File: src/rtl/ccgen_pkg.sv
package ccgen_pkg;

    typedef enum logic [1:0] {
        ALU_ADD  = 2'd0,
        ALU_SUB  = 2'd1,
        ALU_ADDX = 2'd2,
        ALU_SUBX = 2'd3
    } alu_op_e;

    typedef enum logic [1:0] {
        SZ_BYTE = 2'd0,
        SZ_WORD = 2'd1,
        SZ_LONG = 2'd2,
        SZ_ALT  = 2'd3
    } op_size_e;

    // flag bit positions inside the 5-bit flag vector
    localparam int FLG_C = 0;
    localparam int FLG_V = 1;
    localparam int FLG_Z = 2;
    localparam int FLG_N = 3;
    localparam int FLG_X = 4;
    localparam int FLG_W = 5;

    localparam int NUM_LANES = 3;

endpackage

File: src/rtl/ccg_lane.sv
module ccg_lane #(
    parameter int W = 8
) (
    input  logic [W-1:0] a,
    input  logic [W-1:0] b,
    input  logic         sub,
    input  logic         cin,
    output logic [W-1:0] r,
    output logic         c,
    output logic         v,
    output logic         n,
    output logic         z
);

    logic [W:0] wide_d;

    always_comb begin
        if (sub) begin
            wide_d = {1'b0, a} - {1'b0, b} - {{W{1'b0}}, cin};
        end else begin
            wide_d = {1'b0, a} + {1'b0, b} + {{W{1'b0}}, cin};
        end
        r = wide_d[W-1:0];
        c = wide_d[W];
        if (sub) begin
            v = (a[W-1] ^ r[W-1]) & (a[W-1] ^ b[W-1]);
        end else begin
            v = ~(a[W-1] ^ b[W-1]) & (a[W-1] ^ r[W-1]);
        end
        n = r[W-1];
        z = ~|r;
    end

    always_comb begin
        if (!sub) begin

            add_carry_chk: assert (c == (cin ? (r <= b) : (r < b)))
                else $error("add carry mismatch");

            if (a[W-1] != b[W-1]) begin
                add_ovf_chk: assert (!v)
                    else $error("add overflow with mixed signs");
            end
        end else begin

            sub_carry_chk: assert (c == (cin ? (a <= b) : (a < b)))
                else $error("sub borrow mismatch");
        end
    end

endmodule

File: src/rtl/ccg_merge.sv
module ccg_merge
    import ccgen_pkg::*;
#(
    parameter int DATA_W = 32
) (
    input  logic [DATA_W-1:0]                 a,
    input  logic [1:0]                        op_sel,
    input  logic [1:0]                        size_sel,
    input  logic                              z_prev,
    input  logic [NUM_LANES-1:0][DATA_W-1:0]  lane_r,
    input  logic [NUM_LANES-1:0]              lane_c,
    input  logic [NUM_LANES-1:0]              lane_v,
    input  logic [NUM_LANES-1:0]              lane_n,
    input  logic [NUM_LANES-1:0]              lane_z,
    output logic [DATA_W-1:0]                 result,
    output logic [FLG_W-1:0]                  flags
);

    localparam int BYTE_W = DATA_W / 4;
    localparam int WORD_W = DATA_W / 2;

    typedef struct packed {
        logic [DATA_W-1:0] res;
        logic [FLG_W-1:0]  flg;
    } merge_t;

    merge_t out_d;
    logic   ext_d;
    int     sel_d;

    always_comb begin
        ext_d = op_sel[1];
        case (op_size_e'(size_sel))
            SZ_BYTE: sel_d = 0;
            SZ_WORD: sel_d = 1;
            default: sel_d = 2;
        endcase

        out_d = '0;
        case (sel_d)
            0:       out_d.res = {a[DATA_W-1:BYTE_W], lane_r[0][BYTE_W-1:0]};
            1:       out_d.res = {a[DATA_W-1:WORD_W], lane_r[1][WORD_W-1:0]};
            default: out_d.res = lane_r[2];
        endcase

        out_d.flg[FLG_C] = lane_c[sel_d];
        out_d.flg[FLG_X] = lane_c[sel_d];
        out_d.flg[FLG_V] = lane_v[sel_d];
        out_d.flg[FLG_N] = lane_n[sel_d];
        out_d.flg[FLG_Z] = ext_d ? (lane_z[sel_d] & z_prev) : lane_z[sel_d];
    end

    assign result = out_d.res;
    assign flags  = out_d.flg;

    always_comb begin

        if (ext_d && !z_prev) begin
            z_chain_chk: assert (!flags[FLG_Z])
                else $error("extended op set Z");
        end

        x_mirror_chk: assert (flags[FLG_X] == flags[FLG_C])
            else $error("X differs from C");

        if (sel_d == 0) begin
            byte_upper_chk: assert (result[DATA_W-1:BYTE_W] == a[DATA_W-1:BYTE_W])
                else $error("byte op altered upper bits");
        end
    end

endmodule

File: src/rtl/ccgen_top.sv
module ccgen_top
    import ccgen_pkg::*;
#(
    parameter int DATA_W = 32
) (
    input  logic [DATA_W-1:0] opnd_dst,
    input  logic [DATA_W-1:0] opnd_src,
    input  logic [1:0]        op_sel,
    input  logic [1:0]        size_sel,
    input  logic              x_in,
    input  logic              z_prev,
    output logic [DATA_W-1:0] result,
    output logic [4:0]        flags
);

    localparam int BYTE_W = DATA_W / 4;
    localparam int WORD_W = DATA_W / 2;

    logic                              sub_d;
    logic                              cin_d;
    logic [NUM_LANES-1:0][DATA_W-1:0]  lane_r;
    logic [NUM_LANES-1:0]              lane_c;
    logic [NUM_LANES-1:0]              lane_v;
    logic [NUM_LANES-1:0]              lane_n;
    logic [NUM_LANES-1:0]              lane_z;

    // plain forms ignore the extend bit entirely
    assign sub_d = op_sel[0];
    assign cin_d = op_sel[1] & x_in;

    for (genvar g = 0; g < NUM_LANES; g++) begin : g_lane
        localparam int LW = (g == 0) ? BYTE_W : (g == 1) ? WORD_W : DATA_W;
        logic [LW-1:0] lr;

        ccg_lane #(.W(LW)) u_lane (
            .a   (opnd_dst[LW-1:0]),
            .b   (opnd_src[LW-1:0]),
            .sub (sub_d),
            .cin (cin_d),
            .r   (lr),
            .c   (lane_c[g]),
            .v   (lane_v[g]),
            .n   (lane_n[g]),
            .z   (lane_z[g])
        );

        if (LW < DATA_W) begin : g_pad
            assign lane_r[g] = {{(DATA_W-LW){1'b0}}, lr};
        end else begin : g_full
            assign lane_r[g] = lr;
        end
    end

    ccg_merge #(.DATA_W(DATA_W)) u_merge (
        .a        (opnd_dst),
        .op_sel   (op_sel),
        .size_sel (size_sel),
        .z_prev   (z_prev),
        .lane_r   (lane_r),
        .lane_c   (lane_c),
        .lane_v   (lane_v),
        .lane_n   (lane_n),
        .lane_z   (lane_z),
        .result   (result),
        .flags    (flags)
    );

endmodule

File: config.mk
export PLATFORM = sky130hd
export DESIGN_NAME = ccgen_top
export DESIGN_NICKNAME = d
export VERILOG_FILES = /design/src/rtl/ccgen_pkg.sv /design/src/rtl/ccg_lane.sv /design/src/rtl/ccg_merge.sv /design/src/rtl/ccgen_top.sv
export SDC_FILE = /design/constraint.sdc
export NUM_CORES = 1
export LEC_CHECK = 0
export BUFFER_PORTS_ARGS = -buffer_cell sky130_fd_sc_hd__buf_4
export CORE_MARGIN = 5
export CORE_UTILIZATION = 40
export DETAILED_ROUTE_END_ITERATION = 8
export RECOVER_POWER = 25
export SLEW_MARGIN = 20
export SYNTH_ARGS = -nofsm -noshare
export SYNTH_HDL_FRONTEND = slang
export SYNTH_SLANG_ARGS = --single-unit
File: constraint.sdc
create_clock -name vclk -period 12.71
set_clock_uncertainty 0.1 [all_clocks]
set_input_delay 2.542 -clock vclk [all_inputs]
set_output_delay 2.542 -clock vclk [all_outputs]
set_load 0.03 [all_outputs]
Word level (Yosys, flattened, before mapping):

Index checks and enable logic that the tools add are counted.

* $add $sub $neg: 12
* $lt $le $gt $ge: 1
* equal/unequal tests: 2
* multiplexer cells: 21
* bitwise logic cells: 17
* reductions and logical operators: 8

Operator list (count)
* 32-bit case mux with 2 select lines: 1
* 32-bit by 32-bit adder with 33-bit output: 1
* 33-bit by 1-bit adder with 33-bit output: 1
* 33-bit 2-to-1 mux: 1
* 32-bit by 32-bit subtractor with 33-bit output: 1
* 33-bit by 1-bit subtractor with 33-bit output: 1
* 32-bit logical NOT: 1
* 32-bit OR reduction: 1
* 16-bit by 16-bit adder with 17-bit output: 1
* 17-bit by 1-bit adder with 17-bit output: 1
* 17-bit 2-to-1 mux: 1
* 16-bit by 16-bit subtractor with 17-bit output: 1
* 17-bit by 1-bit subtractor with 17-bit output: 1
* 16-bit OR reduction: 1
* 1-bit 2-to-1 mux: 12
* 8-bit by 8-bit adder with 9-bit output: 1
* 9-bit by 1-bit adder with 9-bit output: 1
* 9-bit 2-to-1 mux: 1
* 8-bit by 8-bit subtractor with 9-bit output: 1
* 9-bit by 1-bit subtractor with 9-bit output: 1
* 1-bit bitwise AND: 8
* 1-bit binary-select mux with 2-bit select: 4
* 8-bit OR reduction: 1
* 1-bit XOR: 6
* 6 further kinds: 11

* bits in registers: 0
* bits of input ports: 70

Logic depth before layout (Yosys ltp):

* depth after elaboration: 10
* depth in mapped cells: 16
* depth with buffers taken out: 15

Cells and area by module:

Synthesis repeated with hierarchy kept, for this count alone.

* cells, all modules: 1225
* area, all modules: 8684.6 um^2

Modules (own cells, without submodules)
* ccg_lane (g_lane[2].u_lane): times used 1, cells an instance 683, area each 4702.0 um^2
* ccg_lane (g_lane[1].u_lane): times used 1, cells an instance 314, area each 2243.4 um^2
* ccg_lane (g_lane[0].u_lane): times used 1, cells an instance 139, area each 1047.3 um^2
* ccg_merge: times used 1, cells an instance 87, area each 681.9 um^2
* ccgen_top: times used 1, cells an instance 2, area each 10.0 um^2

Worst setup path after synthesis:

No wires, ideal clock.

* kind: input-to-output
* start: input port opnd_dst[14]
* end: output port flags[1]
* data arrival time: 5.863 ns
* setup slack: 4.205 ns
* stages on the path: 15
* buffers on the path: 1
* cell sequence: inv_1 > ha_1 > inv_1 > ha_1 > buf_6 > a21o_1 > or4_4 > o22ai_2 > nor2_2 > nor4_4 > nor4_1 > or4_4 > a2111oi_4 > a211oi_2 > o21ai_2

* longest elaborated chain between the ends: 9
* elaborated cells between the ends (all ways): 21
* those cells by class: add/sub: 8; mux: 7; bitwise: 6

RTL lines
* start, declared: RTL line ccgen_top.sv:6 `input logic [DATA_W-1:0] opnd_dst,`
* 32-bit by 32-bit adder with 33-bit output (tied with other cells): RTL line ccg_lane.sv:21 `wide_d = {1'b0, a} + {1'b0, b} + {{W{1'b0}}, cin};`
* 33-bit by 1-bit adder with 33-bit output (tied with other cells): RTL line ccg_lane.sv:21
* 33-bit 2-to-1 mux or 17-bit 2-to-1 mux (tied branches): RTL line ccg_lane.sv:18 `if (sub) begin`
* 1-bit XOR: RTL line ccg_lane.sv:26, ccg_lane.sv:28
* 1-bit bitwise AND, on equally long branches: RTL line ccg_lane.sv:28, ccg_lane.sv:26
* 1-bit 2-to-1 mux: RTL line ccg_lane.sv:25 `if (sub) begin`
* 1-bit binary-select mux with 2-bit select *: RTL line ccg_merge.sv:48 `out_d.flg[FLG_V] = lane_v[sel_d];`
* 1-bit 2-to-1 mux (not written as such) * (2 in series): RTL line ccg_merge.sv:48
* end, declared: RTL line ccgen_top.sv:13 `output logic [4:0] flags`

Mark *: on every way between the ends. The rest lies on a longest branch, timed or not. The select of a mux whose other input is x is not followed.

Worst setup path in the final report:

* start: input port op_sel[0]
* end: output port flags[2]

* longest elaborated chain between the ends: 8
* elaborated cells between the ends (all ways): 14
* those cells by class: mux: 7; bitwise: 1; reduce/logical: 6

RTL lines
* start, declared: RTL line ccgen_top.sv:8 `input logic [1:0] op_sel,`
* 33-bit 2-to-1 mux (tied with other cells): RTL line ccg_lane.sv:18
* 32-bit OR reduction (tied with other cells): RTL line ccg_lane.sv:31 `z = ~|r;`
* 1-bit logical NOT: RTL line ccg_lane.sv:31
* 1-bit binary-select mux with 2-bit select *: RTL line ccg_merge.sv:50 `out_d.flg[FLG_Z] = ext_d ? (lane_z[sel_d] & z_prev) : lane_z[sel_d];`
* 1-bit 2-to-1 mux (not written as such) * (2 in series): RTL line ccg_merge.sv:50
* 1-bit bitwise AND: RTL line ccg_merge.sv:50
* 1-bit 2-to-1 mux *: RTL line ccg_merge.sv:50

Marked as above.

==> qor.txt <==
Syn Nets: 1,004
Hold slack: 5.33 ns
Outcome: complete, no violations
Nets@finish: 1,082
Routed Wire Length: 19,800 um
Static leakage: 3.04 nW
Number of library cell types mapped by synthesis: 82
Sequential share of power: 0%
# resized after CTS: 0
Starting density of the core: 40.5%
First-pass GRT wire length: 30,900 um
Logic pwr share: 100.0%
Clock buf count: 0
Worst endpoint data arrival time: 7.03 ns
Most common cell after layout, fill and taps aside: inv_1
Yosys top cell by area: ha_1
Drc violations: 0
Total Neg Setup Slack: 0 ns
Grt total ovfl: 0
Clock power share: 0%
Power density over the cells: 73.2 mW/mm^2
Synth top area cells: ha_1 21%, inv_1 7.6%, a21oi_1 6.5%
Commonest cells after routing, fill and taps aside: 115 x inv_1, 100 x buf_4, 93 x ha_1, 73 x a21oi_1, 61 x nor2_1
Synth warn: 0
ANT nets after route: 0
Tmin final: 9.68 ns
Setup crit end kind: output pin
Post-CTS Hold Fix Bufs: 0
Die Ht: 128 um
Via count: 6,371
Initial DRC Count: 486
Max capacitance violation total: 0
Number of setup buffers added after CTS: 0
I/O pin cnt: 107
Total GRT Usage: 22.7%
Antenna fix cells: 0
Site row count: 43
Avg WL per Cell: 18.1 um
Worst Path Max Fanout: 59
Internal power: 179 uW
Top cell type's share of synthesized area: 20.8%
Unrepaired setup endpoints after global routing: no
CORE AREA: 0.0138 mm^2
Net switching power: 295 uW
Mean Syn Cell Area: 6.70 um^2
Period Utilization, post-route: 76.1%
Die area: 0.0165 mm^2
Initial antenna violation count: 0
Vias in the first global route: 5,975
Pin count of the biggest net entering global routing: 60
Die X: 128 um
Fillers: 1,458
Critical Path RT: 10.07 ns
Area delta synth->final: 15.5%
Layout cell share with drive strength beyond 1: 15.2%
Tightest Pin Transition: 1.25 ns
Seq/Total Area, Yosys: 0%
Peak supply drop: 0.0397 mV
Mapped Cells: 837
Startpoint Class: primary input
DR pass1 iterations: 5
Sequential cell area: 0 um^2
Final slew viol count: 0
FFs & Latches: 0
Max Fclk: 0.103 GHz
Critical path type: primary input to output pin
Hpwl dp: 16,800 um
IO Port Bufs: 107
Final Hold Viols: 0
Rel. slew slack: 16.3%
Synthesized area: 0.00560 mm^2
Endpoints failing setup: 0
Hold crit path type: primary input to output pin
Switch share: 62.2%
DR vias/cell: 5.83
Gpl congestion: 0.954
[final timing paths]
path    startpoint          to  cells past startpoint
max      op_sel[0]    flags[2]                     12
min   opnd_dst[14]  result[14]                      4
[power groups by stage]
stage	Clock (mW)	Combinational (mW)	Sequential (mW)
3_3_place_gp	0	0.474	0
4_1_cts	0	0.474	0
5_1_grt	0	0.514	0
2_1_floorplan	0	0.332	0
3_5_place_dp	0	0.471	0
6_report	0	0.474	0
[cell type report]
cell class | instances | area, um^2 | share of cell area (%)
inverters | 115 | 432 | 6.67
well taps | 180 | 225 | 3.48
multi-input cells | 691 | 5040 | 77.9
repair buffers | 107 | 777 | 12.0
[synthesized netlist by cell type (all sizes together) (5+ instances only)]
master and instances:
a211o 6, a211oi 17, a21o 18, a21oi 73, a31o 5, a31oi 10, and3 5, buf 9
clkbuf 22, ha 93, inv 115, mux2 9, mux2i 19, nand2 58, nand2b 11, nand3 26
nand4 14, nor2 63, nor2b 13, nor3 20, nor4 13, o2111ai 6, o211ai 12, o21a 11
o21ai 54, o21bai 10, o31ai 9, or3 6, or4 8, xnor2 27, xor2 14
[stage by stage]
step | instances | setup slack (ns) | instance area (um^2) | total power [mW] | utilization [%]
after global placement | 1093 | 3.43 | 6500 | 0.474 | 47.0
after floorplan | 837 | 4.21 | 5600 | 0.332 | -
after detailed placement | 1093 | 3.42 | 6500 | 0.471 | 47.0
final | 1093 | 3.03 | 6470 | 0.474 | 46.8
after CTS | 1093 | 3.40 | 6500 | 0.474 | 47.0
after global routing | 1093 | 2.89 | 6470 | 0.514 | 46.8
[worst max-delay path: stages]
cell	delay [ns]
buf_4	0.51
inv_1	0.75
a21oi_1	0.37
xnor2_1	0.11
or4_1	0.54
nor3_1	0.17
nor4bb_1	0.72
o211ai_1	0.22
nor4_1	0.50
nand4_1	0.19
o21bai_1	0.21
buf_4	0.19
[layer usage]
layer,GRT usage (%),vias up,wire (um)
met3,1.29,43,1100
met4,7.49,0,754
met2,38.4,245,9050
met1,30.7,2891,8900
li1,-,3192,-
met5,0,-,0
[kinds of logic after synthesis]
group / after synthesis / share of synthesized area, %
xor gates and xnor gates: 41 / 6.41
AOI/OAI and AO/OA: 269 / 32.4
buffers and inverters: 146 / 10.1
adders and majority gates: 97 / 22.2
and+or+nand+nor: 255 / 23.3
muxes: 29 / 5.60
(Power assumes the default switching activity.)
